===== src/rtl/cwg_pkg.sv =====
package cwg_pkg;

   localparam logic [31:0] CWG_UNLOCK_KEY = 32'h51AC_0FFE;

   typedef enum logic [2:0] {
      CWG_HIT_NONE     = 3'd0,
      CWG_HIT_SYS_LOCK = 3'd1,
      CWG_HIT_CLK_LOCK = 3'd2,
      CWG_HIT_SYS_REG  = 3'd3,
      CWG_HIT_CLK_REG  = 3'd4
   } cwg_hit_e;

   function automatic logic [31:0] cwg_status_word(input logic open_state);
      return {31'b0, open_state};
   endfunction

endpackage


===== src/rtl/cwg_addr_decode.sv =====
module cwg_addr_decode #(
   parameter int ADDR_W = 8,
   parameter int NUM_SYS = 4,
   parameter int NUM_CLK = 4,
   parameter int SYS_IDX_W = 2,
   parameter int CLK_IDX_W = 2,
   parameter logic [ADDR_W-1:0] SYS_LOCK_ADDR = 8'h00,
   parameter logic [ADDR_W-1:0] CLK_LOCK_ADDR = 8'h04,
   parameter logic [ADDR_W-1:0] SYS_BASE = 8'h20,
   parameter logic [ADDR_W-1:0] CLK_BASE = 8'h40
) (
   input  logic [ADDR_W-1:0]   addr_i,
   output cwg_pkg::cwg_hit_e   kind_o,
   output logic [SYS_IDX_W-1:0] sys_idx_o,
   output logic [CLK_IDX_W-1:0] clk_idx_o
);
   import cwg_pkg::*;

   localparam logic [ADDR_W-1:0] SYS_SPAN = ADDR_W'(NUM_SYS * 4);
   localparam logic [ADDR_W-1:0] CLK_SPAN = ADDR_W'(NUM_CLK * 4);

   logic [ADDR_W-1:0] sys_off;
   logic [ADDR_W-1:0] clk_off;
   logic              aligned;
   logic              in_sys;
   logic              in_clk;

   assign sys_off = addr_i - SYS_BASE;
   assign clk_off = addr_i - CLK_BASE;
   assign aligned = (addr_i[1:0] == 2'b00);
   assign in_sys  = aligned && (addr_i >= SYS_BASE) && (sys_off < SYS_SPAN);
   assign in_clk  = aligned && (addr_i >= CLK_BASE) && (clk_off < CLK_SPAN);

   assign sys_idx_o = SYS_IDX_W'(sys_off >> 2);
   assign clk_idx_o = CLK_IDX_W'(clk_off >> 2);

   always_comb begin
      if (addr_i == SYS_LOCK_ADDR)      kind_o = CWG_HIT_SYS_LOCK;
      else if (addr_i == CLK_LOCK_ADDR) kind_o = CWG_HIT_CLK_LOCK;
      else if (in_sys)                  kind_o = CWG_HIT_SYS_REG;
      else if (in_clk)                  kind_o = CWG_HIT_CLK_REG;
      else                              kind_o = CWG_HIT_NONE;
   end

endmodule


===== src/rtl/cwg_key_lock.sv =====
module cwg_key_lock #(
   parameter int DATA_W = 32,
   parameter logic [DATA_W-1:0] KEY = 32'h51AC_0FFE,
   parameter bit RELOCK_ON_MISMATCH = 1'b1
) (
   input  logic              clk_i,
   input  logic              rst_ni,
   input  logic              wr_stb_i,
   input  logic [DATA_W-1:0] wdata_i,
   output logic              open_o
);
   logic key_match;
   logic open_d;

   assign key_match = (wdata_i == KEY);

   generate
      if (RELOCK_ON_MISMATCH) begin : g_relock
         assign open_d = wr_stb_i ? key_match : open_o;
      end else begin : g_sticky
         assign open_d = (wr_stb_i && key_match) ? 1'b1 : open_o;
      end
   endgenerate

   always_ff @(posedge clk_i or negedge rst_ni) begin
      if (!rst_ni) open_o <= 1'b0;
      else         open_o <= open_d;
   end

endmodule


===== src/rtl/cwg_reg_bank.sv =====
module cwg_reg_bank #(
   parameter int DATA_W = 32,
   parameter int NUM = 4,
   parameter int IDX_W = 2,
   parameter logic [DATA_W-1:0] RST_VAL = '0
) (
   input  logic                  clk_i,
   input  logic                  rst_ni,
   input  logic                  wr_stb_i,
   input  logic                  wr_allow_i,
   input  logic [IDX_W-1:0]      idx_i,
   input  logic [DATA_W-1:0]     wdata_i,
   output logic [DATA_W-1:0]     rd_data_o,
   output logic [NUM*DATA_W-1:0] regs_o
);
   logic [DATA_W-1:0] regs_q [NUM];
   logic              commit;

   assign commit = wr_stb_i && wr_allow_i;

   generate
      for (genvar i = 0; i < NUM; i++) begin : g_reg
         always_ff @(posedge clk_i or negedge rst_ni) begin
            if (!rst_ni)                              regs_q[i] <= RST_VAL;
            else if (commit && (idx_i == IDX_W'(i)))  regs_q[i] <= wdata_i;
         end
         assign regs_o[i*DATA_W +: DATA_W] = regs_q[i];
      end
   endgenerate

   always_comb begin
      rd_data_o = '0;
      for (int k = 0; k < NUM; k++) begin
         if (idx_i == IDX_W'(k)) rd_data_o = regs_q[k];
      end
   end

endmodule


===== src/rtl/cfg_write_guard.sv =====
module cfg_write_guard #(
   parameter int ADDR_W = 8,
   parameter int DATA_W = 32,
   parameter int NUM_SYS = 4,
   parameter int NUM_CLK = 4,
   parameter logic [ADDR_W-1:0] SYS_LOCK_ADDR = 8'h00,
   parameter logic [ADDR_W-1:0] CLK_LOCK_ADDR = 8'h04,
   parameter logic [ADDR_W-1:0] SYS_BASE = 8'h20,
   parameter logic [ADDR_W-1:0] CLK_BASE = 8'h40,
   parameter logic [DATA_W-1:0] SYS_RST_VAL = 32'h0000_0C01,
   parameter logic [DATA_W-1:0] CLK_RST_VAL = 32'h0000_0FFC,
   parameter logic [DATA_W-1:0] UNLOCK_KEY = cwg_pkg::CWG_UNLOCK_KEY,
   parameter bit RD_REG = 1'b1
) (
   input  logic                      clk_i,
   input  logic                      rst_ni,
   input  logic                      bus_sel_i,
   input  logic                      bus_wr_i,
   input  logic [ADDR_W-1:0]         bus_addr_i,
   input  logic [DATA_W-1:0]         bus_wdata_i,
   output logic [DATA_W-1:0]         bus_rdata_o,
   output logic                      sys_open_o,
   output logic                      clk_open_o,
   output logic [NUM_SYS*DATA_W-1:0] sys_cfg_o,
   output logic [NUM_CLK*DATA_W-1:0] clk_cfg_o
);
   import cwg_pkg::*;

   localparam int SYS_IDX_W = $clog2(NUM_SYS > 1 ? NUM_SYS : 2);
   localparam int CLK_IDX_W = $clog2(NUM_CLK > 1 ? NUM_CLK : 2);
   localparam int NUM_LOCKS = 2;
   localparam int LK_SYS = 0;
   localparam int LK_CLK = 1;

   generate
      if (DATA_W != 32) begin : g_chk_width
         $error("cfg_write_guard: DATA_W must be 32 to hold the unlock key");
      end
      if (NUM_SYS < 1 || NUM_CLK < 1) begin : g_chk_num
         $error("cfg_write_guard: each group needs at least one register");
      end
      if (SYS_LOCK_ADDR == CLK_LOCK_ADDR) begin : g_chk_lock
         $error("cfg_write_guard: lock addresses must differ");
      end
      if (SYS_BASE[1:0] != 2'b00 || CLK_BASE[1:0] != 2'b00) begin : g_chk_align
         $error("cfg_write_guard: register bases must be word aligned");
      end
   endgenerate

   cwg_hit_e             hit_kind;
   logic [SYS_IDX_W-1:0] sys_idx;
   logic [CLK_IDX_W-1:0] clk_idx;
   logic                 wr_req;
   logic                 rd_req;
   logic [NUM_LOCKS-1:0] lock_stb;
   logic [NUM_LOCKS-1:0] lock_open;
   logic [DATA_W-1:0]    sys_rd;
   logic [DATA_W-1:0]    clk_rd;
   logic [DATA_W-1:0]    rd_mux;

   assign wr_req = bus_sel_i && bus_wr_i;
   assign rd_req = bus_sel_i && !bus_wr_i;

   cwg_addr_decode #(
      .ADDR_W(ADDR_W), .NUM_SYS(NUM_SYS), .NUM_CLK(NUM_CLK),
      .SYS_IDX_W(SYS_IDX_W), .CLK_IDX_W(CLK_IDX_W),
      .SYS_LOCK_ADDR(SYS_LOCK_ADDR), .CLK_LOCK_ADDR(CLK_LOCK_ADDR),
      .SYS_BASE(SYS_BASE), .CLK_BASE(CLK_BASE)
   ) decode_i (
      .addr_i   (bus_addr_i),
      .kind_o   (hit_kind),
      .sys_idx_o(sys_idx),
      .clk_idx_o(clk_idx)
   );

   assign lock_stb[LK_SYS] = wr_req && (hit_kind == CWG_HIT_SYS_LOCK);
   assign lock_stb[LK_CLK] = wr_req && (hit_kind == CWG_HIT_CLK_LOCK);

   generate
      for (genvar g = 0; g < NUM_LOCKS; g++) begin : g_lock
         cwg_key_lock #(
            .DATA_W(DATA_W), .KEY(UNLOCK_KEY), .RELOCK_ON_MISMATCH(1'b1)
         ) lock_i (
            .clk_i   (clk_i),
            .rst_ni  (rst_ni),
            .wr_stb_i(lock_stb[g]),
            .wdata_i (bus_wdata_i),
            .open_o  (lock_open[g])
         );
      end
   endgenerate

   assign sys_open_o = lock_open[LK_SYS];
   assign clk_open_o = lock_open[LK_CLK];

   cwg_reg_bank #(
      .DATA_W(DATA_W), .NUM(NUM_SYS), .IDX_W(SYS_IDX_W), .RST_VAL(SYS_RST_VAL)
   ) sys_bank_i (
      .clk_i     (clk_i),
      .rst_ni    (rst_ni),
      .wr_stb_i  (wr_req && (hit_kind == CWG_HIT_SYS_REG)),
      .wr_allow_i(lock_open[LK_SYS]),
      .idx_i     (sys_idx),
      .wdata_i   (bus_wdata_i),
      .rd_data_o (sys_rd),
      .regs_o    (sys_cfg_o)
   );

   cwg_reg_bank #(
      .DATA_W(DATA_W), .NUM(NUM_CLK), .IDX_W(CLK_IDX_W), .RST_VAL(CLK_RST_VAL)
   ) clk_bank_i (
      .clk_i     (clk_i),
      .rst_ni    (rst_ni),
      .wr_stb_i  (wr_req && (hit_kind == CWG_HIT_CLK_REG)),
      .wr_allow_i(lock_open[LK_CLK]),
      .idx_i     (clk_idx),
      .wdata_i   (bus_wdata_i),
      .rd_data_o (clk_rd),
      .regs_o    (clk_cfg_o)
   );

   always_comb begin
      case (hit_kind)
         CWG_HIT_SYS_LOCK: rd_mux = DATA_W'(cwg_status_word(lock_open[LK_SYS]));
         CWG_HIT_CLK_LOCK: rd_mux = DATA_W'(cwg_status_word(lock_open[LK_CLK]));
         CWG_HIT_SYS_REG:  rd_mux = sys_rd;
         CWG_HIT_CLK_REG:  rd_mux = clk_rd;
         default:          rd_mux = '0;
      endcase
   end

   generate
      if (RD_REG) begin : g_rd_reg
         always_ff @(posedge clk_i or negedge rst_ni) begin
            if (!rst_ni)     bus_rdata_o <= '0;
            else if (rd_req) bus_rdata_o <= rd_mux;
         end
      end else begin : g_rd_comb
         assign bus_rdata_o = rd_req ? rd_mux : '0;
      end
   endgenerate

endmodule


===== config.mk =====
export PLATFORM = sky130hd
export DESIGN_NAME = cfg_write_guard
export DESIGN_NICKNAME = d
export VERILOG_FILES = /design/src/rtl/cwg_pkg.sv /design/src/rtl/cwg_addr_decode.sv /design/src/rtl/cwg_key_lock.sv /design/src/rtl/cwg_reg_bank.sv /design/src/rtl/cfg_write_guard.sv
export SDC_FILE = /design/constraint.sdc
export NUM_CORES = 1
export LEC_CHECK = 0
export CAP_MARGIN = 20
export CORE_MARGIN = 3
export CORE_UTILIZATION = 35
export CTS_CLUSTER_DIAMETER = 200
export DETAILED_ROUTE_END_ITERATION = 8
export GPL_TIMING_DRIVEN = 0
export SLEW_MARGIN = 40
export SYNTH_ARGS = -nofsm -noshare
export SYNTH_HDL_FRONTEND = slang
export SYNTH_SLANG_ARGS = --single-unit

===== constraint.sdc =====
create_clock -name clk_i -period 1.7 [get_ports clk_i]
set_input_delay 0.17 -clock clk_i [delete_from_list [all_inputs] [get_ports clk_i]]
set_output_delay 0.17 -clock clk_i [all_outputs]
set_load 0.03 [all_outputs]

Yosys cells after proc, flatten, opt, wreduce, memory -nomap -nowiden
Cells that the tools add are included.
{ "op_classes": {"add_sub_neg": 2, "n_mul": 0, "div_mod_pow": 0, "n_lt_le_gt_ge": 4, "eq_ne": 12, "n_shift": 0, "n_mux": 13, "bitwise": 0, "reduce_logical": 25} }
{ "ops": {"columns": ["operator", "n"], "rows": [
  ["32-bit two-way mux", 8],
  ["32-bit case mux with 4 select lines", 1],
  ["32-bit by 31-bit equality test with 1-bit output (second input constant)", 1],
  ["1-bit logical AND", 20],
  ["8-bit by 5-bit less-than comparator with 1-bit output (second input constant)", 2],
  ["3-bit two-way mux", 4],
  ["2-bit equality test (second input constant)", 4],
  ["8-bit by 3-bit equality test with 1-bit output (second input constant)", 1],
  ["8-bit by 6-bit >= comparator with 1-bit output (second input constant)", 1],
  ["8-bit by 7-bit >= comparator with 1-bit output (second input constant)", 1],
  ["8-bit logical NOT", 1],
  ["8-bit by 6-bit subtractor with 8-bit output (second input constant)", 1],
  ["8-bit by 7-bit subtractor with 8-bit output (second input constant)", 1],
  ["3-bit by 2-bit equality test with 1-bit output (second input constant)", 2],
  ["2-bit logical NOT", 3],
  ["2-bit by 1-bit equality test with 1-bit output (second input constant)", 2],
  ["3-bit by 1-bit equality test with 1-bit output (second input constant)", 1],
  ["3-bit equality test (second input constant)", 1],
  ["1-bit logical NOT", 1]
]} }
{ "word_totals": {"regBits": 290, "latchBits": 0, "ram_bits": 0, "rom_bits": 0, "in_bits": 44, "out_inout_bits": 290, "n_memories": 0} }

Logic depth before layout (Yosys ltp)
{ "depth": {"ltp_word": 11, "ltp_mapped": 9, "mapped_depth_nobuf": 6} }

Cells and area by module
A second synthesis with hierarchy kept.
{ "hier_totals": {"hier_cells": 829, "hier_area_um2": 13367.8} }
{ "modules_own_cells": {"columns": ["module", "n_inst", "cells_per_inst", "area_per_inst_um2", "seq_area_each_um2"], "rows": [
  ["cwg_reg_bank (clk_bank_i)", 1, 313, 5735.5, 3253.1],
  ["cwg_reg_bank (sys_bank_i)", 1, 313, 5715.5, 3218.1],
  ["cfg_write_guard", 1, 159, 1527.7, 800.8],
  ["cwg_key_lock", 2, 14, 132.6, 25.0],
  ["cwg_addr_decode", 1, 16, 123.9, 0.0]
]} }

Worst setup path before layout
No wires, ideal clock.
{ "synth_path": {"path_kind": "input -> register", "start": "in bus_addr_i[6]", "end": "reg sys_bank_i.regs_q (netlist bit sys_bank_i.regs_o[33])", "setup_ns": 0.125, "arrival_ns": 1.847, "required_ns": 1.575, "slack_ns": -0.272, "path_stages": 9, "path_cell_list": "clkbuf_1 inv_1 ha_1 nand2_1 nor3_2 and3_1 buf_2 buf_4 mux2_2"} }
{ "synth_between": {"elab_chain_len": 11, "elab_cells_between_ends": 20} }
{ "synth_rtl": {"columns": ["element", "line_no", "rtl"], "rows": [
  ["start, declared", "cfg_write_guard.sv:19", "input logic [ADDR_W-1:0] bus_addr_i,"],
  ["8-bit by 7-bit subtractor with 8-bit output or 8-bit by 7-bit >= comparator with 1-bit output (tied branches)", "cwg_addr_decode.sv:29, cwg_addr_decode.sv:32", null],
  ["8-bit by 5-bit less-than comparator with 1-bit output or 1-bit logical AND (tied branches)", "cwg_addr_decode.sv:32", "assign in_clk = aligned && (addr_i >= CLK_BASE) && (clk_off < CLK_SPAN);"],
  ["1-bit logical AND", "cwg_addr_decode.sv:32", null],
  ["3-bit two-way mux", "cwg_addr_decode.sv:41", "else if (in_clk) kind_o = CWG_HIT_CLK_REG;"],
  ["3-bit two-way mux", "cwg_addr_decode.sv:40", "else if (in_sys) kind_o = CWG_HIT_SYS_REG;"],
  ["3-bit two-way mux", "cwg_addr_decode.sv:39", "else if (addr_i == CLK_LOCK_ADDR) kind_o = CWG_HIT_CLK_LOCK;"],
  ["3-bit two-way mux *", "cwg_addr_decode.sv:38", "if (addr_i == SYS_LOCK_ADDR) kind_o = CWG_HIT_SYS_LOCK;"],
  ["3-bit by 2-bit equality test with 1-bit output *", "cfg_write_guard.sv:101", ".wr_stb_i (wr_req && (hit_kind == CWG_HIT_SYS_REG)),"],
  ["1-bit logical AND *", "cfg_write_guard.sv:101", null],
  ["1-bit logical AND *", "cwg_reg_bank.sv:19", "assign commit = wr_stb_i && wr_allow_i;"],
  ["1-bit logical AND *", "cwg_reg_bank.sv:25", "else if (commit && (idx_i == IDX_W'(i))) regs_q[i] <= wdata_i;"],
  ["end signal, assigned by index", "cwg_reg_bank.sv:25", null],
  ["end, declared", "cwg_reg_bank.sv:16", "logic [DATA_W-1:0] regs_q [NUM];"]
]} }
Mark *: on every way between the ends. The rest lies on a longest branch, timed or not.
A chain may end at the register's enable or synchronous reset.

Worst setup path in the final report
{ "layout_path": {"start": "in bus_addr_i[4]", "end": "reg sys_bank_i.regs_q (netlist bit sys_bank_i.regs_o[110])"} }
The elaborated chain is that of the path after synthesis.

==> impl_metrics.csv <==
group,metric,value,unit
clock_network,numClockSinks,290,
timing,slew_headroom,61.5,%
grt,grt_max_degree,73,
synthesis,synth_flop_cell,"dfrtp_1",
critical_path,ff2ff_path_depth,4,
timing,tns,-3.82,ps
route,vias,8827,
critical_path,critPathLaunchType,"input port",
finish,nFillCells,3220,
power,leakage,0.00980,uW
placed_design,place_ws,-1110,ps
grt,grt_pass1_vias,9295,
clock_network,root_buffer,"clkbuf_16",
floorplanning,io_pins,334,
critical_path,worst_path_largest_cell_delay,420,ps
placed_design,dp_hpwl,30000,um
clock_network,cts_tree,"done",
route,drtIter0Drc,335,
clock_network,tritoncts.num_buffers,35,
critical_path,end_kind,"register",
clock_network,clkSlewWorstSetupHoldPaths,60,ps
route,firstDrtPassIters,4,
min_path,hp-class,"input port to register",
critical_path,required,2100,ps
finish,syn_to_final_growth,43.1,%
critical_path,crit_fanout,10,
timing,setup_violations,2,
floorplanning,dieWidth,197,um
floorplanning,coreArea,0.0357,mm2
job,cap_violations,0,
synthesis,ys_ff_latch,290,
power,power_density,819,mW/mm2
timing,slew_violations,0,
synthesis,synth_cells,807,
critical_path,cp_num_cells,8,
timing,period_needed,1700,ps
route,routed_via_density,5.24,
synthesis,yosysWarnings,0,
critical_path,cpMostUsedCell,"buf_6",
route,wl_per_cell,26.9,um
critical_path,cp_slowest_cell,"or3_4",
timing,rsz0062_at_grt,"true",
grt,track_usage,22.8,%
outcome,status,"finished, violations left",
timing,period_share,100,%
timing,hold_viol,0,
placed_design,routabilityCongestion,0.774,
critical_path,worst-path-buf-inv,4,
finish,postLayoutCoreUtil,51.1,%
synthesis,synth.avg_cell_area,15.8,um2
floorplanning,design.die.area,0.0388,mm2
clock_network,clockBufferDepth,3,
finish,nNetsFinal,1242,
timing,max_freq,587,MHz
finish,antenna_cells,0,
grt,grt-ovfl-total,0,
timing,fin_skew,12.3,ps
route,drc,0,
grt,antenna_found_initial,0,
min_path,hold_depth,3,
power,total_power,15000,uW
outcome,violations,"setup timing",
floorplanning,std_cell_rows,69,
synthesis,synth_area,0.0128,mm2
clock_network,clk_latency,520,ps
floorplanning,die_y,197,um
power,irDropWorstVdd,0.631,mV
timing,tightest_slew,578,ps
finish,drive_gt1_share,41.5,%
synthesis,ys_types,34,
route,ant_nets,0,
floorplanning,start_util,35.7,%
critical_path,crit_chain,"dlygate4sd2_1 -> or3_4 -> buf_6 -> nor3_4 -> and3_1 -> buf_6 -> buf_6 -> mux2_2",
synthesis,syn_nets,852,
grt,grt_pass1_wl,65400,um
placed_design,portBuffers,330,
synthesis,synth_edf_count,0,
synthesis,yosysSeqAreaShare,57.4,%
critical_path,critPathTopFamily,"simple AND/OR/NAND/NOR gates",
critical_path,cp.arrival,2100,ps
synthesis,synth-async-reset-ratio,100,%
clock_network,cts.htree.levels,2,
critical_path,rrSetupSlack,60,ps
route,drt-total-wl,45300,um
timing,fin_ws,-2.99,ps
critical_path,critical_path_class,"input port to register",
## Yosys cell counts (2+ instances only)
cell      instances  area [um2]
clkbuf_1         16        60.1
nand2_1          64         240
mux2_1           15         169
dfrtp_1         238        5960
nor4bb_1          3        30.0
nor3b_1           2        15.0
dfstp_2          52        1370
mux2i_1           2        20.0
nand3_1           2        10.0
nand4_1           6        37.5
mux2_2          244        2750
nand4b_1          2        17.5
buf_1             3        11.3
buf_4            12        90.1
mux4_2           63        1420
a22oi_1          32         240
inv_1             2        7.51
and3_1            4        25.0
buf_2            24         120
nand2b_1          3        18.8
nor3_1            3        15.0
nor4_1            2        12.5
or4_1             2        15.0
## final cells by class
type / instances / area (um2) / share of cell area [%]
Multi-Input combinational cell: 460 / 5370 / 29.4
Inverter: 2 / 10.0 / 0.0549
Sequential cell: 290 / 7320 / 40.1
Clock inverter: 9 / 95.1 / 0.521
Timing Repair Buffer: 353 / 3310 / 18.1
Tap cell: 461 / 577 / 3.16
Clock buffer: 54 / 1040 / 5.69
Buffer: 55 / 531 / 2.91
## where the power goes
group / switching, uW / total [uW] / internal, uW / leakage [uW]
Combinational: 442 / 655 / 214 / 0.00539
Clock: 3000 / 7390 / 4390 / 0.000553
Sequential: 0.00000000401 / 6910 / 6910 / 0.00386
Total: 3440 / 15000 / 11500 / 0.00980
## sequential cells by signal, summed over array words and instances (netlist names)
register	cells
sys_bank_i.regs_o	128
bus_rdata_o	32
g_lock.lock_i.open_o	2
clk_bank_i.regs_o	128
## final timing paths
kind / startpoint / end
setup / recovery: bus_addr_i[4] / sys_bank_i.regs_o[110]
hold reg to reg: bus_rdata_o[27] / bus_rdata_o[27]
min in group asynchronous: rst_ni / bus_rdata_o[2]
setup reg to reg: g_lock[1].lock_i.open_o / clk_bank_i.regs_o[30]
max in group asynchronous: rst_ni / clk_bank_i.regs_o[115]
hold / removal: bus_addr_i[5] / bus_rdata_o[0]
## per-layer routing
layer	wire, um	GRT usage (%)	share of wire, %	up-vias
li1	-	-	-	3809
met5	0	0	0	-
met1	19700	30.9	43	4668
met2	21500	36.5	47	297
met3	3270	6.91	7.2	53
met4	822	5.17	1.8	0
## timing repair
item                                    CTS  global route
gates cloned                              2             3
endpoints found under the hold margin   118             0
endpoints found under the setup margin  572           237
setup buffers                             9             4
gates resized for setup                 329            38
pin swaps                                 8             5
hold buffers                              1             0
## through the flow
stage / instances / hold WS, ps / cell area (um2)
2_1_floorplan: 807 / -126 / 13000
3_3_place_gp: 1598 / 497 / 16900
3_5_place_dp: 1602 / 36.0 / 17000
4_1_cts: 1677 / 66.0 / 18000
5_1_grt: 1684 / 68.0 / 18200
6_report: 1684 / 58.7 / 18200
## cells by family (layout without fill, tap and decap cells)
family	Yosys count	in the layout	share of synthesized area [%]
AOI/OAI and AO/OA	34	34	2.01
xor gates and xnor gates	1	1	0.0687
adders and majority gates	1	1	0.0981
buffers and inverters	57	473	2.27
DFF	290	290	57.4
muxes	324	324	34.1
and+or+nand+nor	100	100	4.00
## tightest hold or removal path, delay by kind of cell
| kind | cells | cell delay, ps |
|---|---|---|
| buffers and inverters | 1 | 160 |
| AND/OR/NAND/NOR | 1 | 140 |
| AO/OA/AOI/OAI | 1 | 60 |
## layout by cell type, fill, tap and decap left out, types with 10 or more instances in the layout
master and count:
buf_12 11, nand2_1 63, clkdlybuf4s50_1 27, dfstp_2 52, clkbuf_16 40, mux2_2 215, mux2_4 34, a22oi_1 32
dlygate4sd2_1 289, clkbuf_1 13, mux2_1 10, mux4_2 63, dfrtp_1 238, buf_4 19, buf_2 16
(Power assumes the default switching activity.)
